[src/rtl/sram_ctrl_pkg.sv]
package sram_ctrl_pkg;

   typedef enum logic [2:0] {
      ST_IDLE,
      ST_SKIP_WR,
      ST_SKIP_RD,
      ST_WR_SETUP,
      ST_WR_STROBE,
      ST_WR_HOLD,
      ST_RD_SETUP,
      ST_RD_STROBE
   } seq_state_t;

   // Strobe length in clock cycles: ceiling of access / period, at least one.
   function automatic int strobe_cycles(input int period_ns, input int access_ns);
      int c;
      c = (access_ns + period_ns - 1) / period_ns;
      if (c < 1) c = 1;
      return c;
   endfunction

endpackage

[src/rtl/sram_wait_timer.sv]
module sram_wait_timer #(
   parameter int WAIT_CYC = 6,
   localparam int CNT_W = $clog2(WAIT_CYC + 1)
) (
   input  logic clk,
   input  logic rst_n,
   input  logic run,
   output logic last
);

   logic [CNT_W-1:0] cnt;

   always_ff @(posedge clk or negedge rst_n) begin
      if (!rst_n) begin
         cnt <= '0;
      end else if (!run) begin
         cnt <= '0;
      end else begin
         cnt <= cnt + CNT_W'(1);
      end
   end

   assign last = run && (cnt == CNT_W'(WAIT_CYC - 1));

endmodule

[src/rtl/sram_seq_fsm.sv]
module sram_seq_fsm
   import sram_ctrl_pkg::*;
(
   input  logic clk,
   input  logic rst_n,
   input  logic req_valid,
   input  logic req_write,
   input  logic req_any_lane,
   input  logic strobe_last,
   output logic ready,
   output logic accept,
   output logic chip_act,
   output logic wr_act,
   output logic rd_act,
   output logic bus_drive,
   output logic timer_run,
   output logic capture
);

   seq_state_t state_q, state_d;

   assign ready  = (state_q == ST_IDLE);
   assign accept = ready && req_valid;

   always_comb begin
      state_d = state_q;
      unique case (state_q)
         ST_IDLE: begin
            if (accept) begin
               if (req_any_lane) state_d = req_write ? ST_WR_SETUP : ST_RD_SETUP;
               else              state_d = req_write ? ST_SKIP_WR  : ST_SKIP_RD;
            end
         end
         ST_SKIP_WR:   state_d = ST_IDLE;
         ST_SKIP_RD:   state_d = ST_IDLE;
         ST_WR_SETUP:  state_d = ST_WR_STROBE;
         ST_WR_STROBE: if (strobe_last) state_d = ST_WR_HOLD;
         ST_WR_HOLD:   state_d = ST_IDLE;
         ST_RD_SETUP:  state_d = ST_RD_STROBE;
         ST_RD_STROBE: if (strobe_last) state_d = ST_IDLE;
         default:      state_d = ST_IDLE;
      endcase
   end

   always_ff @(posedge clk or negedge rst_n) begin
      if (!rst_n) state_q <= ST_IDLE;
      else        state_q <= state_d;
   end

   assign bus_drive = (state_q == ST_WR_SETUP) || (state_q == ST_WR_STROBE) ||
                      (state_q == ST_WR_HOLD);
   assign chip_act  = bus_drive || (state_q == ST_RD_SETUP) || (state_q == ST_RD_STROBE);
   assign wr_act    = (state_q == ST_WR_STROBE);
   assign rd_act    = (state_q == ST_RD_STROBE);
   assign timer_run = wr_act || rd_act;
   assign capture   = (rd_act && strobe_last) || (state_q == ST_SKIP_RD);

endmodule

[src/rtl/sram_lane_path.sv]
module sram_lane_path #(
   parameter int ADDR_W = 18,
   parameter int DATA_W = 16,
   parameter int LANES  = 2,
   localparam int LANE_W = DATA_W / LANES
) (
   input  logic              clk,
   input  logic              rst_n,
   input  logic              load,
   input  logic [ADDR_W-1:0] req_addr,
   input  logic [DATA_W-1:0] req_wdata,
   input  logic [LANES-1:0]  req_be,
   input  logic              lane_sel,
   input  logic              capture,
   input  logic [DATA_W-1:0] dq_in,
   output logic              any_lane,
   output logic [ADDR_W-1:0] addr_q,
   output logic [DATA_W-1:0] wdata_q,
   output logic [LANES-1:0]  lane_n,
   output logic [DATA_W-1:0] rd_data,
   output logic              rd_valid
);

   logic [LANES-1:0] be_q;

   assign any_lane = |req_be;

   always_ff @(posedge clk or negedge rst_n) begin
      if (!rst_n) begin
         addr_q  <= '0;
         wdata_q <= '0;
         be_q    <= '0;
      end else if (load) begin
         addr_q  <= req_addr;
         wdata_q <= req_wdata;
         be_q    <= req_be;
      end
   end

   always_ff @(posedge clk or negedge rst_n) begin
      if (!rst_n) rd_valid <= 1'b0;
      else        rd_valid <= capture;
   end

   for (genvar g = 0; g < LANES; g++) begin : g_lane
      assign lane_n[g] = ~(lane_sel & be_q[g]);

      always_ff @(posedge clk or negedge rst_n) begin
         if (!rst_n) begin
            rd_data[g*LANE_W +: LANE_W] <= '0;
         end else if (capture) begin
            rd_data[g*LANE_W +: LANE_W] <= be_q[g] ? dq_in[g*LANE_W +: LANE_W] : '0;
         end
      end
   end

endmodule

[src/rtl/sram_lane_ctrl.sv]
module sram_lane_ctrl #(
   parameter int ADDR_W        = 18,
   parameter int DATA_W        = 16,
   parameter int CLK_PERIOD_NS = 8,
   parameter int ACCESS_NS     = 45
) (
   input  logic              clk,
   input  logic              rst_n,
   input  logic              req_valid,
   input  logic              req_write,
   input  logic [ADDR_W-1:0] req_addr,
   input  logic [DATA_W-1:0] req_wdata,
   input  logic [1:0]        req_be,
   output logic              ready,
   output logic              rd_valid,
   output logic [DATA_W-1:0] rd_data,
   output logic [ADDR_W-1:0] sram_addr,
   output logic              sram_ce_n,
   output logic              sram_we_n,
   output logic              sram_oe_n,
   output logic              sram_ub_n,
   output logic              sram_lb_n,
   output logic [DATA_W-1:0] sram_dq_out,
   output logic              sram_dq_oe,
   input  logic [DATA_W-1:0] sram_dq_in
);

   localparam int LANES    = 2;
   localparam int WAIT_CYC = sram_ctrl_pkg::strobe_cycles(CLK_PERIOD_NS, ACCESS_NS);

   if (DATA_W % LANES != 0) begin : g_bad_width
      $error("DATA_W must split evenly into byte lanes");
   end
   if (ADDR_W < 1) begin : g_bad_addr
      $error("ADDR_W must be at least 1");
   end
   if (CLK_PERIOD_NS < 1 || ACCESS_NS < 1) begin : g_bad_time
      $error("clock period and access time must be positive");
   end

   logic             accept, any_lane, strobe_last;
   logic             chip_act, wr_act, rd_act, bus_drive, timer_run, capture;
   logic [LANES-1:0] lane_n;

   sram_seq_fsm u_fsm (
      .clk          (clk),
      .rst_n        (rst_n),
      .req_valid    (req_valid),
      .req_write    (req_write),
      .req_any_lane (any_lane),
      .strobe_last  (strobe_last),
      .ready        (ready),
      .accept       (accept),
      .chip_act     (chip_act),
      .wr_act       (wr_act),
      .rd_act       (rd_act),
      .bus_drive    (bus_drive),
      .timer_run    (timer_run),
      .capture      (capture)
   );

   if (WAIT_CYC > 1) begin : g_timer
      sram_wait_timer #(.WAIT_CYC(WAIT_CYC)) u_timer (
         .clk   (clk),
         .rst_n (rst_n),
         .run   (timer_run),
         .last  (strobe_last)
      );
   end else begin : g_single
      assign strobe_last = timer_run;
   end

   sram_lane_path #(
      .ADDR_W (ADDR_W),
      .DATA_W (DATA_W),
      .LANES  (LANES)
   ) u_path (
      .clk       (clk),
      .rst_n     (rst_n),
      .load      (accept),
      .req_addr  (req_addr),
      .req_wdata (req_wdata),
      .req_be    (req_be),
      .lane_sel  (chip_act),
      .capture   (capture),
      .dq_in     (sram_dq_in),
      .any_lane  (any_lane),
      .addr_q    (sram_addr),
      .wdata_q   (sram_dq_out),
      .lane_n    (lane_n),
      .rd_data   (rd_data),
      .rd_valid  (rd_valid)
   );

   assign sram_ce_n  = ~chip_act;
   assign sram_we_n  = ~wr_act;
   assign sram_oe_n  = ~rd_act;
   assign sram_lb_n  = lane_n[0];
   assign sram_ub_n  = lane_n[1];
   assign sram_dq_oe = bus_drive;

endmodule

[config.mk]
export PLATFORM = sky130hd
export DESIGN_NAME = sram_lane_ctrl
export DESIGN_NICKNAME = d
export VERILOG_FILES = /design/src/rtl/sram_ctrl_pkg.sv /design/src/rtl/sram_wait_timer.sv /design/src/rtl/sram_seq_fsm.sv /design/src/rtl/sram_lane_path.sv /design/src/rtl/sram_lane_ctrl.sv
export SDC_FILE = /design/constraint.sdc
export NUM_CORES = 1
export LEC_CHECK = 0
export BUFFER_PORTS_ARGS = -buffer_cell sky130_fd_sc_hd__buf_2
export CAP_MARGIN = 20
export CORE_MARGIN = 2
export CORE_UTILIZATION = 47
export DETAILED_ROUTE_END_ITERATION = 8
export GPL_TIMING_DRIVEN = 0
export HOLD_SLACK_MARGIN = 0.05
export PLACE_DENSITY = 0.78
export SLEW_MARGIN = 20
export SYNTH_ARGS = -nofsm -noshare
export SYNTH_HDL_FRONTEND = slang
export SYNTH_HIERARCHICAL = 1
export SYNTH_SLANG_ARGS = --single-unit
[constraint.sdc]
create_clock -name clk -period 2.43 [get_ports clk]
set_input_delay 0.1215 -clock clk [delete_from_list [all_inputs] [get_ports clk]]
set_output_delay 0.1215 -clock clk [all_outputs]
set_load 0.01 [all_outputs]
Yosys cells after proc, flatten, opt, wreduce, memory -nomap -nowiden
Cells that the tools add are included.
W data, S select, Z words.
- register bits: 59
- logic and storage cells: 50
- multiplexer cells: 10
- equal/unequal tests: 11
- bitwise logic cells: 7
- $add $sub $neg: 1
- reduce and logical (&&, ||, !) cells: 13
- operators with widths (cell ; number):
    $mux W3 ; 6
    $pmux W3 S6 ; 1
    $mux W8 ; 2
    $eq A3 B3 Y1 const B ; 5
    $eq A3 B2 Y1 const B ; 2
    $logic_or A1 B1 Y1 ; 6
    $not A1 Y1 ; 5
    $ne A2 B1 Y1 const B ; 2
    $add A3 B1 Y3 const B ; 1
    $eq A3 B1 Y1 const B ; 1
    $logic_and A1 B1 Y1 ; 3
    $logic_not A3 Y1 ; 1
    $reduce_and A3 Y1 ; 1
    $reduce_or A3 Y1 ; 1
    $and A1 B1 Y1 ; 2
    $mux W2 ; 1
    $ne A2 B2 Y1 const B ; 1
    $reduce_or A2 Y1 ; 1

Logic depth before layout (Yosys ltp)
- word-level depth: 7
- mapped depth: 9

Hierarchy
Netlist, hierarchy kept.
- by module, submodules not included (module ; times used ; cells an instance ; seq. area each (um^2) ; area each (um^2)):
    sram_lane_path ; 1 ; 149 ; 1326.3 ; 2170.8
    sram_seq_fsm ; 1 ; 30 ; 75.1 ; 260.2
    sram_wait_timer ; 1 ; 11 ; 75.1 ; 138.9
    sram_lane_ctrl ; 1 ; 3 ; 0.0 ; 11.3

Least setup slack after synthesis
Ideal clock, no wire load.
- path type: register to register
- start: reg u_fsm.state_q[2]
- end: reg u_path.rd_data[4]
- path buffers: 2
- arrival time: 1.804 ns
- required time: 2.297 ns
- setup slack: 0.493 ns
- setup time: 0.133 ns
- stages on the path, launching flop included: 10
- cell sequence: dfrtp_1 > buf_6 > and3_1 > or2_1 > and3_2 > and3_2 > o21a_1 > buf_2 > nand3_1 > o21ai_0
- longest elaborated chain between the ends: 5
- elaborated cells on any way between the ends: 7
- classes of those cells: eq/ne: 3; reduce/logical: 4
- ends and longest elaborated chain (item ; RTL line ; RTL):
    start, declared ; sram_seq_fsm.sv:20 ; seq_state_t state_q, state_d;
    start signal, assigned ; sram_seq_fsm.sv:47 ; else state_q <= state_d;
    $eq A3 B3 Y1 ; sram_seq_fsm.sv:54 ; assign rd_act = (state_q == ST_RD_STROBE);
    via rd_act ; sram_lane_ctrl.sv:42 ; logic chip_act, wr_act, rd_act, bus_drive, timer_run, capture;
    $logic_or A1 B1 Y1 ; sram_seq_fsm.sv:55 ; assign timer_run = wr_act || rd_act;
    via timer_run ; sram_lane_ctrl.sv:42 ;
    $logic_and A1 B1 Y1 ; sram_wait_timer.sv:23 ; assign last = run && (cnt == CNT_W'(WAIT_CYC - 1));
    via strobe_last ; sram_lane_ctrl.sv:41 ; logic accept, any_lane, strobe_last;
    $logic_and A1 B1 Y1 ; sram_seq_fsm.sv:56 ; assign capture = (rd_act && strobe_last) || (state_q == ST_SKIP_RD);
    $logic_or A1 B1 Y1 ; sram_seq_fsm.sv:56 ;
    via capture ; sram_lane_ctrl.sv:42 ;
    end signal, assigned by index ; sram_lane_path.sv:52 ; rd_data[g*LANE_W +: LANE_W] <= be_q[g] ? dq_in[g*LANE_W +: LANE_W] : '0;
    end, declared ; sram_lane_path.sv:20 ; output logic [DATA_W-1:0] rd_data,
The timed path passes the listed nets, and every way through them passes these cells.
A chain may end at the register's enable or synchronous reset.

Worst setup path after layout
- start: reg u_fsm.state_q[0]
- end: reg u_path.rd_data[10]
- longest elaborated chain between the ends: 5
- elaborated cells on any way between the ends: 7
- classes of those cells: eq/ne: 3; reduce/logical: 4
- ends and longest elaborated chain (item ; RTL line ; RTL):
    $eq A3 B3 Y1 ; sram_seq_fsm.sv:53 ; assign wr_act = (state_q == ST_WR_STROBE);
    via wr_act ; sram_lane_ctrl.sv:42 ;
    $logic_or A1 B1 Y1 ; sram_seq_fsm.sv:55 ;
    via timer_run ; sram_lane_ctrl.sv:42 ;
    $logic_and A1 B1 Y1 ; sram_wait_timer.sv:23 ;
    via strobe_last ; sram_lane_ctrl.sv:41 ;
    $logic_and A1 B1 Y1 ; sram_seq_fsm.sv:56 ;
    $logic_or A1 B1 Y1 ; sram_seq_fsm.sv:56 ;
    via capture ; sram_lane_ctrl.sv:42 ;
The timed path passes the listed nets, and every way through them passes these cells.

==> reports/metrics.cfg <==
[synth]
synth_top_cells_by_area=sky130_fd_sc_hd__dfrtp_1 57%, sky130_fd_sc_hd__mux2_4 17%, sky130_fd_sc_hd__nand3_1 3.3%, sky130_fd_sc_hd__o21ai_0 3.1%, sky130_fd_sc_hd__inv_1 3.1%
synth.distinct_cells=32
ys.flop_type=sky130_fd_sc_hd__dfrtp_1
mappedNetlistNets=251
synth_most_common_cell=sky130_fd_sc_hd__dfrtp_1
synthTopCellsByCount=59 x sky130_fd_sc_hd__dfrtp_1, 30 x sky130_fd_sc_hd__mux2_4, 21 x sky130_fd_sc_hd__inv_1, 17 x sky130_fd_sc_hd__nand3_1, 16 x sky130_fd_sc_hd__o21ai_0
cell_area_after_technology_mapping_um2=2580
synthesis.instances=193
synth_enable_flop_cells=0
syn_avg_cell_area_um2=13.4
synth_warnings=6
synth_largest_area_cell=sky130_fd_sc_hd__dfrtp_1
ys_seq_elements=59
seq_area_frac_synth_pct=57.2
postSynth.asyncResetShare_pct=100
yosys_top_cell_area_share_pct=57.2

[timing]
finalClockSkew_ns=0.00479
fmax_ghz=0.450
worst_slew_pin_slew_ns=0.726
hold_viol=0
finalMaxSlewViolations=0
grt_setup_unrepaired=false
setup_total_negative_slack_ns=0
setup-violations-final=0
final_period_minus_worst_setup_slack_ns=2.22
final.period_utilization_pct=91.5
worst_slew_margin_rel_pct=51.6

[power_and_ir_drop]
power.combinational.fraction_pct=45.3
max-vdd-ir-drop_uv=679
p_int_w=0.00308
total_power_divided_by_cell_area_nw_per_um2=1200
p_seq_share_pct=36.5
cellLeakagePower_nw=2.02
sw_frac_of_total_pct=34.7
p_clk_share_pct=18.2
netSwitchingPower_w=0.00164

[routing]
detailroute.via_count=2111
detail-route-antenna-nets=0
post_drt_via_cell_ratio=4.77
drt-total-wl_mm=7.09
routedWlPerCell_um=16.0
post-route-drc-count=0
iteration_0_drc_markers=66
drt_pre_antenna_iters=4

[setup_path]
buffer_and_inverter_count_on_the_worst_path=2
path_max_fanout=10
path_common_cell=sky130_fd_sc_hd__and3_2
critPathCaptureType=register
critical_path.startpoint_type=register
path_cells=buf_2, nor3b_2, or2_1, and3_2, and3_2, o21a_1, clkbuf_1, o21ai_0
worst_path_max_delay_cell=sky130_fd_sc_hd__dfrtp_1
crit_type=register to register
critical-path-max-stage-delay_ns=0.35
cpLargestDelayFamily=simple AND/OR/NAND/NOR gates
timing.critical_path.arrival_ns=2.40
cp_data_required_time_ns=2.61

[clock_network]
clockBufferDepth=2
post_cts_hold_buffer_count=50
clk_transition_reported_paths_ns=0.06
clock_latency_ns=0.32
clock_tree.htree_level_count=3
cts_sinks=59
cts.root.buffer_cell=sky130_fd_sc_hd__clkbuf_8
cts_made_buffers=9
cts_resized=0
cts_tree=built
post_cts_buffers=0

[floorplanning]
core_region_area_um2=5200
overall_die_area_um2=6100
floorplan.io_pins=114
rows=26
floorplan.initialDensity_pct=49.6
die_width_um=78.1
die-height_um=78.1

[final_layout]
diodes=0
nFillCells=335
syn_to_final_growth_pct=52.7
layout-drive-gt1-share_pct=48.3
finish.cell_count_without_fillers=443
final_nets=426

[grt]
grt_start_max_net_pins=60
antenna_found_initial=0
first_pass_grt_wire_length_mm=11.6
grt_use_total_pct=24.9
overflow_left_after_global_routing=0
first_global_vias=2270

[worst_hold_path]
hold_path_class=primary input to register

[placed_design]
post-place-cells=376
placement.io_buffers=113
dp_hpwl_mm=3.81
gp_congestion=0.821

[outcome]
outcome=finished, final reports clean

[run]
timing.max_cap.violations=0

==> cell type report <==
type	count	area [µm²]	area share (%)
Sequential cell	59	1480	37.5
Timing Repair Buffer	164	1080	27.4
Multi-Input combinational cell	101	912	23.1
Clock buffer	11	141	3.59
Buffer	12	114	2.89
Tap cell	70	87.6	2.22
Inverter	21	78.8	2.00
Clock inverter	5	52.6	1.33
==> path summary, 6_finish.rpt <==
| check | depth (start not counted) | from | endpoint | slack [ns] |
|---|---|---|---|---|
| max | 8 | u_fsm/state_q[0]$_DFFE_PN0P_ | u_path/rd_data[10]$_DFFE_PN0P_ | 0.21 |
| min | 3 | sram_dq_in[9] | u_path/rd_data[9]$_DFFE_PN0P_ | 0.06 |
| max reg2reg | 8 | u_fsm/state_q[0]$_DFFE_PN0P_ | u_path/rd_data[10]$_DFFE_PN0P_ | 0.21 |
| min reg2reg | 1 | g_timer.u_timer/cnt[0]$_DFF_PN0_ | g_timer.u_timer/cnt[0]$_DFF_PN0_ | 0.48 |
| max in group asynchronous | 2 | rst_n | u_path/be_q[1]$_DFFE_PN0P_ | 1.52 |
| min in group asynchronous | 2 | rst_n | u_path/wdata_q[7]$_DFFE_PN0P_ | 0.42 |
==> cell usage in the layout (no fill, tap or decap), drive strengths merged, types with 2 or more instances in the layout <==
master       instances
and3                 3
nand3               17
mux2                36
ha                   2
nand2b               3
inv                 21
clkinv               3
nor2b                2
buf                122
nor3                 2
dfrtp               59
nand2                6
o21ai               16
nor2                 2
dlygate4sd3         51
clkbuf              14
or2                  2
==> power groups by stage <==
stage | sequential (W) | combinational (W) | clock [W]
global placement | 0.00167 | 0.00200 | 0
finish | 0.00173 | 0.00214 | 0.000861
detailed placement | 0.00170 | 0.00203 | 0
floorplan | 0.00191 | 0.00109 | 0
global route | 0.00179 | 0.00231 | 0.000933
CTS | 0.00169 | 0.00211 | 0.000879
==> worst reg2reg max path, cell delays in order, from the launching register on <==
cell and delay (ns):
sky130_fd_sc_hd__dfrtp_1 0.35, sky130_fd_sc_hd__buf_2 0.18, sky130_fd_sc_hd__nor3b_2 0.20, sky130_fd_sc_hd__or2_1 0.16
sky130_fd_sc_hd__and3_2 0.23, sky130_fd_sc_hd__and3_2 0.18, sky130_fd_sc_hd__o21a_1 0.25, sky130_fd_sc_hd__clkbuf_1 0.34
sky130_fd_sc_hd__o21ai_0 0.18
==> through the flow <==
stage	total power [W]	util (%)	worst slack, ns	hold slack, ns	area [µm²]
6_report	0.00473	75.7	0.207	0.0558	3940
5_1_grt	0.00503	75.7	0.0156	0.0629	3940
4_1_cts	0.00468	75.5	0.229	0.0508	3930
3_5_place_dp	0.00373	62.2	0.245	0.225	3240
3_3_place_gp	0.00367	62.1	0.294	0.352	3230
2_1_floorplan	0.00300	-	0.493	-0.174	2580
==> cell families (layout without fill, tap and decap cells) <==
| kind of cell | Yosys count | after routing | share of synthesized area [%] |
|---|---|---|---|
| xor gates and xnor gates | 1 | 1 | 0.339 |
| AOI/OAI and AO/OA | 22 | 22 | 4.99 |
| DFF | 59 | 59 | 57.2 |
| adders and majority gates | 2 | 2 | 0.969 |
| and+or+nand+nor | 39 | 39 | 8.58 |
| buffers and inverters | 33 | 213 | 7.47 |
| muxes | 37 | 37 | 20.5 |
==> routing by layer <==
metal  global-route usage, %  up-vias  wire, µm
met5                       0        -         0
met4                    8.95        0       104
met3                    6.44       12       530
met2                    42.4       99      3510
met1                    30.8     1006      2950
li1                        -      994         -
==> state kept, by name, indices dropped and copies added, names as in the netlist <==
register / flops
u_path/rd_valid: 1
u_path/addr_q: 18
u_path/be_q: 2
u_fsm/state_q: 3
u_path/rd_data: 16
u_path/wdata_q: 16
g_timer.u_timer/cnt: 3
No activity file was read; power rests on OpenSTA's default activity.
